[config.mk]
export PLATFORM = sky130hd
export DESIGN_NAME = pwm_slice
export DESIGN_NICKNAME = d
export VERILOG_FILES = /design/src/rtl/pwm_slice_pkg.sv /design/src/rtl/pwm_shadow_reg.sv /design/src/rtl/pwm_count_fsm.sv /design/src/rtl/pwm_compare_ch.sv /design/src/rtl/pwm_slice.sv
export SDC_FILE = /design/constraint.sdc
export NUM_CORES = 1
export LEC_CHECK = 0
export ABC_AREA = 1
export BUFFER_PORTS_ARGS = -buffer_cell sky130_fd_sc_hd__buf_4
export CORE_MARGIN = 3
export CORE_UTILIZATION = 39
export CTS_CLUSTER_SIZE = 16
export DETAILED_ROUTE_END_ITERATION = 12
export GPL_TIMING_DRIVEN = 0
export HOLD_SLACK_MARGIN = 0.03
export SLEW_MARGIN = 20
export SYNTH_ARGS = -nofsm -noshare
export SYNTH_HDL_FRONTEND = slang
export SYNTH_HIERARCHICAL = 1
export SYNTH_SLANG_ARGS = --single-unit
[constraint.sdc]
create_clock -name clk -period 2.2 [get_ports clk]
set_input_delay 0.11 -clock clk [delete_from_list [all_inputs] [get_ports clk]]
set_output_delay 0.11 -clock clk [all_outputs]
set_load 0.05 [all_outputs]
[src/rtl/pwm_slice_pkg.sv]
package pwm_slice_pkg;

    typedef enum logic [1:0] {
        SL_IDLE = 2'd0,
        SL_UP   = 2'd1,
        SL_DOWN = 2'd2
    } slice_state_e;

endpackage

[src/rtl/pwm_shadow_reg.sv]
module pwm_shadow_reg #(
    parameter int W = 16
) (
    input  logic         clk,
    input  logic         rst_n,
    input  logic         load,
    input  logic [W-1:0] d_in,
    output logic [W-1:0] q_out
);

    logic [W-1:0] hold_q;

    always_ff @(posedge clk or negedge rst_n) begin
        if (!rst_n) begin
            hold_q <= '0;
        end else if (load) begin
            hold_q <= d_in;
        end
    end

    assign q_out = hold_q;

endmodule

[src/rtl/pwm_count_fsm.sv]
module pwm_count_fsm
    import pwm_slice_pkg::*;
#(
    parameter int CNT_W = 16
) (
    input  logic             clk,
    input  logic             rst_n,
    input  logic             slice_en,
    input  logic             cnt_en,
    input  logic             centre_act,
    input  logic [CNT_W-1:0] top_act,
    output logic [CNT_W-1:0] cnt_q,
    output logic             running,
    output logic             reload
);

    slice_state_e     state_q, state_d;
    logic [CNT_W-1:0] cnt_d;
    logic             at_top;
    logic             at_zero;

    // state register
    always_ff @(posedge clk or negedge rst_n) begin
        if (!rst_n) begin
            state_q <= SL_IDLE;
            cnt_q   <= '0;
        end else begin
            state_q <= state_d;
            cnt_q   <= cnt_d;
        end
    end

    assign at_top  = (cnt_q == top_act);
    assign at_zero = (cnt_q == '0);

    // next-state and counter
    always_comb begin
        state_d = state_q;
        cnt_d   = cnt_q;
        reload  = 1'b0;
        unique case (state_q)
            SL_IDLE: begin
                reload = 1'b1;
                cnt_d  = '0;
                if (slice_en) begin
                    state_d = SL_UP;
                end
            end
            SL_UP: begin
                if (!slice_en) begin
                    state_d = SL_IDLE;
                    cnt_d   = '0;
                    reload  = 1'b1;
                end else if (cnt_en) begin
                    if (at_top) begin
                        if (centre_act) begin
                            state_d = SL_DOWN;
                        end else begin
                            cnt_d  = '0;
                            reload = 1'b1;
                        end
                    end else begin
                        cnt_d = cnt_q + 1'b1;
                    end
                end
            end
            SL_DOWN: begin
                if (!slice_en) begin
                    state_d = SL_IDLE;
                    cnt_d   = '0;
                    reload  = 1'b1;
                end else if (cnt_en) begin
                    if (at_zero) begin
                        state_d = SL_UP;
                        reload  = 1'b1;
                    end else begin
                        cnt_d = cnt_q - 1'b1;
                    end
                end
            end
            default: begin
                state_d = SL_IDLE;
                cnt_d   = '0;
            end
        endcase
    end

    assign running = (state_q != SL_IDLE);

endmodule

[src/rtl/pwm_compare_ch.sv]
module pwm_compare_ch #(
    parameter int CNT_W = 16
) (
    input  logic             running,
    input  logic [CNT_W-1:0] cnt,
    input  logic [CNT_W-1:0] cmp_act,
    input  logic             invert,
    output logic             pwm
);

    logic above;

    assign above = (cmp_act > cnt);

    always_comb begin
        if (running) begin
            pwm = above ^ invert;
        end else begin
            pwm = 1'b0;
        end
    end

endmodule

[src/rtl/pwm_slice.sv]
module pwm_slice #(
    parameter int CNT_W = 16
) (
    input  logic             clk,
    input  logic             rst_n,
    input  logic             slice_en,
    input  logic             cnt_en,
    input  logic             phase_mode,
    input  logic [CNT_W-1:0] top_in,
    input  logic [CNT_W-1:0] cmp_a_in,
    input  logic [CNT_W-1:0] cmp_b_in,
    input  logic             inv_a,
    input  logic             inv_b,
    output logic             pwm_a,
    output logic             pwm_b,
    output logic [CNT_W-1:0] cnt_value
);

    localparam int NCH = 2;

    logic                      reload;
    logic                      running;
    logic                      centre_act;
    logic [CNT_W-1:0]          top_act;
    logic [CNT_W-1:0]          cnt_q;
    logic [NCH-1:0][CNT_W-1:0] cmp_in_all;
    logic [NCH-1:0][CNT_W-1:0] cmp_act_all;
    logic [NCH-1:0]            inv_all;
    logic [NCH-1:0]            pwm_all;
    logic [CNT_W-1:0]          cmp_a_act;
    logic [CNT_W-1:0]          cmp_b_act;

    assign cmp_in_all = {cmp_b_in, cmp_a_in};
    assign inv_all    = {inv_b, inv_a};

    pwm_shadow_reg #(.W(CNT_W)) u_top_sh (
        .clk   (clk),
        .rst_n (rst_n),
        .load  (reload),
        .d_in  (top_in),
        .q_out (top_act)
    );

    pwm_shadow_reg #(.W(1)) u_mode_sh (
        .clk   (clk),
        .rst_n (rst_n),
        .load  (reload),
        .d_in  (phase_mode),
        .q_out (centre_act)
    );

    pwm_count_fsm #(.CNT_W(CNT_W)) u_fsm (
        .clk        (clk),
        .rst_n      (rst_n),
        .slice_en   (slice_en),
        .cnt_en     (cnt_en),
        .centre_act (centre_act),
        .top_act    (top_act),
        .cnt_q      (cnt_q),
        .running    (running),
        .reload     (reload)
    );

    for (genvar gi = 0; gi < NCH; gi++) begin : g_ch
        pwm_shadow_reg #(.W(CNT_W)) u_cmp_sh (
            .clk   (clk),
            .rst_n (rst_n),
            .load  (reload),
            .d_in  (cmp_in_all[gi]),
            .q_out (cmp_act_all[gi])
        );

        pwm_compare_ch #(.CNT_W(CNT_W)) u_cmp (
            .running (running),
            .cnt     (cnt_q),
            .cmp_act (cmp_act_all[gi]),
            .invert  (inv_all[gi]),
            .pwm     (pwm_all[gi])
        );
    end

    assign cmp_a_act = cmp_act_all[0];
    assign cmp_b_act = cmp_act_all[1];

    // outputs
    always_comb begin
        pwm_a     = pwm_all[0];
        pwm_b     = pwm_all[1];
        cnt_value = cnt_q;
    end

endmodule

## After elaboration in Yosys (flattened, before gate mapping)

Cells that the tools add are included.

- $add $sub $neg: 2
- Equal/unequal tests: 11
- Reduce and logical (&&, ||, !) cells: 5
- Bitwise operators: 2
- $lt $le $gt $ge: 2
- Muxes and demuxes: 27

Operator list:

| operator | count |
|---|---|
| $mux W16 | 7 |
| $gt A16 B16 Y1 | 2 |
| $pmux W16 S2 | 1 |
| $add A16 B1 Y16 const B | 1 |
| $eq A16 B16 Y1 | 1 |
| $logic_not A16 Y1 | 1 |
| $mux W2 | 8 |
| $sub A16 B1 Y16 const B | 1 |
| $ne A3 B3 Y1 const B | 4 |
| $mux W1 | 9 |
| $ne A3 B2 Y1 const B | 2 |
| $pmux W2 S3 | 1 |
| $reduce_and A6 Y1 | 1 |
| $ne A4 B4 Y1 const B | 1 |
| $reduce_and A4 Y1 | 1 |
| $pmux W1 S3 | 1 |
| $eq A2 B1 Y1 const B | 1 |
| $eq A2 B2 Y1 const B | 1 |
| $logic_not A2 Y1 | 1 |
| $ne A2 B2 Y1 const B | 1 |
| $reduce_bool A2 Y1 | 1 |
| $xor A1 B1 Y1 | 2 |

- Register bits: 67
- Bits of input ports: 55
- Logic and storage cells: 55
- Output and inout port bits: 18

## Longest topological paths before layout

- Depth after elaboration: 5
- Depth in mapped cells: 16
- Depth with buffers taken out: 14

## By module

The synthesis kept the hierarchy.

By module, submodules not included:

| module | instances | area each (um2) | cells an instance | seq. area each (um2) |
|---|---|---|---|---|
| pwm_count_fsm | 1 | 2092.0 | 368 | 450.4 |
| pwm_shadow_reg at g_ch[0].u_cmp_sh ... | 3 | 644.4 | 68 | 400.4 |
| pwm_compare_ch | 2 | 446.7 | 74 | 0.0 |
| pwm_shadow_reg at u_mode_sh | 1 | 40.0 | 5 | 25.0 |

## Worst setup path after synthesis

OpenSTA, ideal clock, no wires.

- Path kind: register to register
- From: register u_fsm.cnt_q[0]
- To: register u_top_sh.hold_q[10], in the netlist u_top_sh/q_out[10]
- Arrival time: 2328 ps
- Period minus slack after synthesis: 2445 ps
- Slack: -245 ps
- Setup time: 116 ps
- Required time: 2084 ps
- Buffers on the path: 2
- Stages on the path, launching flop included: 14
- Path through: dfrtp_1 -> inv_2 -> ha_1 -> nand3_2 -> nor2_2 -> nand2_1 -> o21ai_0 -> a21oi_1 -> a21oi_1 -> buf_6 -> inv_6 -> buf_12 -> nand2_1 -> nand2_1

- Word-level cells in the longest chain between the ends: 5
- Elaborated cells on any way between the ends: 9
- Those cells by class: eq/ne: 1; mux: 7; reduce/logical: 1

RTL lines:

| what | RTL line | source |
|---|---|---|
| start, declared | pwm_count_fsm.sv:12 | `output logic [CNT_W-1:0] cnt_q,` |
| start signal, assigned | pwm_count_fsm.sv:29 | `cnt_q <= cnt_d;` |
| $eq A16 B16 Y1 / $logic_not A16 Y1 (equally long branches) | pwm_count_fsm.sv:33, pwm_count_fsm.sv:34 |  |
| $mux W1 (on tied branches) | pwm_count_fsm.sv:55, pwm_count_fsm.sv:73 |  |
| $mux W1 (on tied branches) | pwm_count_fsm.sv:54, pwm_count_fsm.sv:72 |  |
| $mux W1 (on tied branches) | pwm_count_fsm.sv:50, pwm_count_fsm.sv:68 |  |
| $pmux W1 S3 (*) | pwm_count_fsm.sv:41 | `unique case (state_q)` |
| named net reload | pwm_slice.sv:21 | `logic reload;` |
| end signal, assigned | pwm_shadow_reg.sv:17 | `hold_q <= d_in;` |
| end, declared | pwm_shadow_reg.sv:11 | `logic [W-1:0] hold_q;` |

Mark *: on every way through the listed nets, which the timed path passes. The rest lies on a longest branch.
A chain may end at the register's enable or synchronous reset.

## Worst setup path after layout

- From: register u_fsm.cnt_q[3]
- To: register g_ch[0].u_cmp_sh.hold_q[11]

- Word-level cells in the longest chain between the ends: 5
- Elaborated cells on any way between the ends: 9
- Those cells by class: eq/ne: 1; mux: 7; reduce/logical: 1

RTL lines:

| what | RTL line |
|---|---|
| $eq A16 B16 Y1 / $logic_not A16 Y1 (equally long branches) | pwm_count_fsm.sv:33, pwm_count_fsm.sv:34 |
| $mux W1 (on tied branches) | pwm_count_fsm.sv:55, pwm_count_fsm.sv:73 |
| $mux W1 (on tied branches) | pwm_count_fsm.sv:54, pwm_count_fsm.sv:72 |
| $mux W1 (on tied branches) | pwm_count_fsm.sv:50, pwm_count_fsm.sv:68 |
| $pmux W1 S3 (*) | pwm_count_fsm.sv:41 |
| named net reload | pwm_slice.sv:21 |
| end signal, assigned | pwm_shadow_reg.sv:17 |
| end, declared | pwm_shadow_reg.sv:11 |

Marked as above.

==> results.md <==
- Largest net degree at the start of global routing: 68
- Clk sinks: 67
- Mux cell area share after synthesis: 0%
- Finished Layout Cells: 1080
- Yosys top cell by area: dfrtp_1
- Asr flop ratio synth: 100%
- DIE WIDTH: 119 um
- Final Max Tran Viols: 0
- Commonest non-fill, non-tap cell in the layout: nand2_1
- Synth Area in Adders: 9.59%
- Detailed Route WL: 15.1 mm
- GRT Util Overall: 21.5%
- Pre-CTS setup slack: -0.346 ns
- Total grt overflow: 0
- Layout Utilization: 59.4%
- Antenna violations before repair: 0
- Net Count, Synth: 818
- Htree depth: 3
- Leading cell types by total area after synthesis: dfrtp_1 (34%), nand2_1 (24%), ha_1 (9.6%)
- Clock latency on the worst-skew pair: 0.35 ns
- HP Class: input port to register
- Die Y: 119 um
- Pleak: 0.00381 uW
- Crit path DAT: 2.47 ns
- Post-layout min period: 2.23 ns
- Die area: 14100 um^2
- Max rail drop VDD: 1070 uV
- Syn. warnings: 6
- Final Skew: 0.00883 ns
- FP Rows: 40
- Outcome: complete, but fails checks
- EDFF count, synth: 0
- Routed wire per std cell: 14.0 um
- WP data required: 2.43 ns
- Final RePlAce weighted congestion: 0.890
- Cell Pwr Density: 1350 nW/um^2
- Failing checks: negative setup slack
- RSZ-0062 raised after global routing: true
- Setup CP Type: register to register
- Residual DRC: 0
- Cells after Synth: 725
- Synth Register Bits: 67
- CP startpoint kind: register
- Global-route wire length before repair: 24.2 mm
- DP Cell Count: 965
- CTS tree: done
- Area growth from synthesis to layout: 46.4%
- Initial DRC count: 314
- DR pass1 iterations: 5
- Hpwl dp: 10.2 mm
- Main combinational cell family by area after synthesis: simple AND/OR/NAND/NOR gates
- Setup TNS: -0.192 ns
- Yosys top cell area share: 33.8%
- IO Pins: 73
- Total power: 9770 uW
- Max-cap viol count: 0
- Ant diodes: 0
- Unique cell type count in the Yosys netlist: 32
- Final nets: 1000
- Final setup margin: -0.0334 ns
- Detail Route Antenna Nets: 0
- Crit. End Element: register
- Crit share post-route: 102%
- Clock Tree Buf Depth: 2
- Simple-Gate Fraction of Synth Area: 37.7%
- Worst-Margin Slew: 0.886 ns
- Placeable Area: 12200 um^2
- # fillers: 1153
- Highest clock rate: 448 MHz
- Total CTS buffers: 9
- Final Hold Fails: 0
- Crit Path Max Fanout: 7
- Post-Synth XOR/XNOR Area: 2.47%
- Predominant post-synthesis flop cell: dfrtp_1
- Synth Area in Compound Gates: 5.00%
- Setup violators final: 10
- Clk root buf: clkbuf_16
- Initial Util: 40.6%
- IO buf count: 72
- Max_slew headroom: 40.9%
- Layout cells sized above 1: 28.3%
- Syn Area/Cell: 6.84 um^2
- Vias in the first global route: 4980
- DR vias: 5165
- Commonest cells after routing, fill and taps aside: nand2_1 (299), buf_4 (105), inv_1 (70), dfrtp_1 (51), dlygate4sd3_1 (50)
- Mapped cell area: 4960 um^2
- Sequential fraction of the synthesis area: 33.8%
- Worst-path clk slew: 0.06 ns
- Vias/cell: 4.78
-- metal layers --
layer,part of all wire [%],GRT usage (%),up-vias
met3,4.4,2.82,26
met4,2.4,8.11,0
met1,45,28.1,2402
met5,0,0,-
met2,48,36.4,126
li1,-,-,2611
-- critical path, stage by stage (launching register included) --
cell	delay, ns
dfrtp_2	0.46
buf_6	0.15
buf_6	0.11
nand2_2	0.05
nand2_1	0.05
nor2_1	0.10
nand2_1	0.09
nor2_4	0.13
nand3_2	0.09
nand2_2	0.08
nand2_2	0.06
a21oi_4	0.22
buf_6	0.19
clkinv_8	0.08
clkbuf_16	0.16
nand2_2	0.05
nand2_1	0.05
-- where the power goes --
group	total, uW	switching, uW	leakage, uW	internal [uW]
sequential	2290	509	0.000814	1780
clock	1510	569	0.000150	944
combinational	5970	3370	0.00284	2600
-- logic make-up (layout without fill, tap and decap cells) --
group,Yosys count,after routing
AO/OA/AOI/OAI,47,47
XOR/XNOR,14,14
adder cells (fa/ha/maj),38,38
buffers and inverters,111,298
flip-flops,67,67
AND/OR/NAND/NOR,448,448
-- synthesized netlist by cell type, drive strengths merged (3+ instances only) --
library cell    n
inv            90
a21oi          23
nor3            8
ha             38
o21ai          19
xor2           13
buf            20
dfrtp          67
nand4          10
nor2           56
o21bai          3
nand2         338
nand3          32
-- final timing paths --
kind                                                start                    endpoint  cells after the start  slack, ns
worst max-delay path                       u_fsm/cnt_q[3]  g_ch[0].u_cmp_sh/q_out[11]                     16      -0.03
worst min-delay path                             slice_en            u_fsm/state_q[1]                      4       0.25
worst max register to register             u_fsm/cnt_q[3]  g_ch[0].u_cmp_sh/q_out[11]                     16      -0.03
worst min register to register  g_ch[1].u_cmp_sh/q_out[0]   g_ch[1].u_cmp_sh/q_out[0]                      2       0.47
max in group asynchronous                           rst_n              u_fsm/cnt_q[3]                      2       1.14
min in group asynchronous                           rst_n   g_ch[0].u_cmp_sh/q_out[6]                      2       0.42
-- state kept, by name, indices dropped and copies added (netlist names) --
register / count
u_fsm/state_q: 2
u_top_sh/q_out: 16
g_ch.u_cmp_sh/q_out: 32
u_fsm/cnt_q: 16
u_mode_sh/q_out: 1
-- repair_timing --
item,in CTS,in global routing
endpoints found under the setup margin,51,50
setup buffers,30,20
hold buffers,50,0
gates resized for setup,26,61
pin swaps,7,21
endpoints found under the hold margin,116,0
gates cloned,0,3
-- through the flow --
stage               hold WS, ns  area, um^2
floorplan                -0.186        4990
global placement          0.282        5740
detailed placement        0.300        5740
CTS                       0.227        6880
global route              0.287        7260
finish                    0.252        7260
-- final cells by class --
| type | instances | area (um^2) | share of cell area (%) |
|---|---|---|---|
| Multi-Input combinational cell | 547 | 2920 | 40.2 |
| Sequential cell | 67 | 1700 | 23.4 |
| Timing Repair Buffer | 175 | 1560 | 21.5 |
| Inverter | 90 | 370 | 5.10 |
| Clock buffer | 13 | 260 | 3.58 |
| Tap cell | 168 | 210 | 2.90 |
| Buffer | 17 | 200 | 2.76 |
| Clock inverter | 3 | 47.5 | 0.655 |
(Power assumes the default switching activity.)
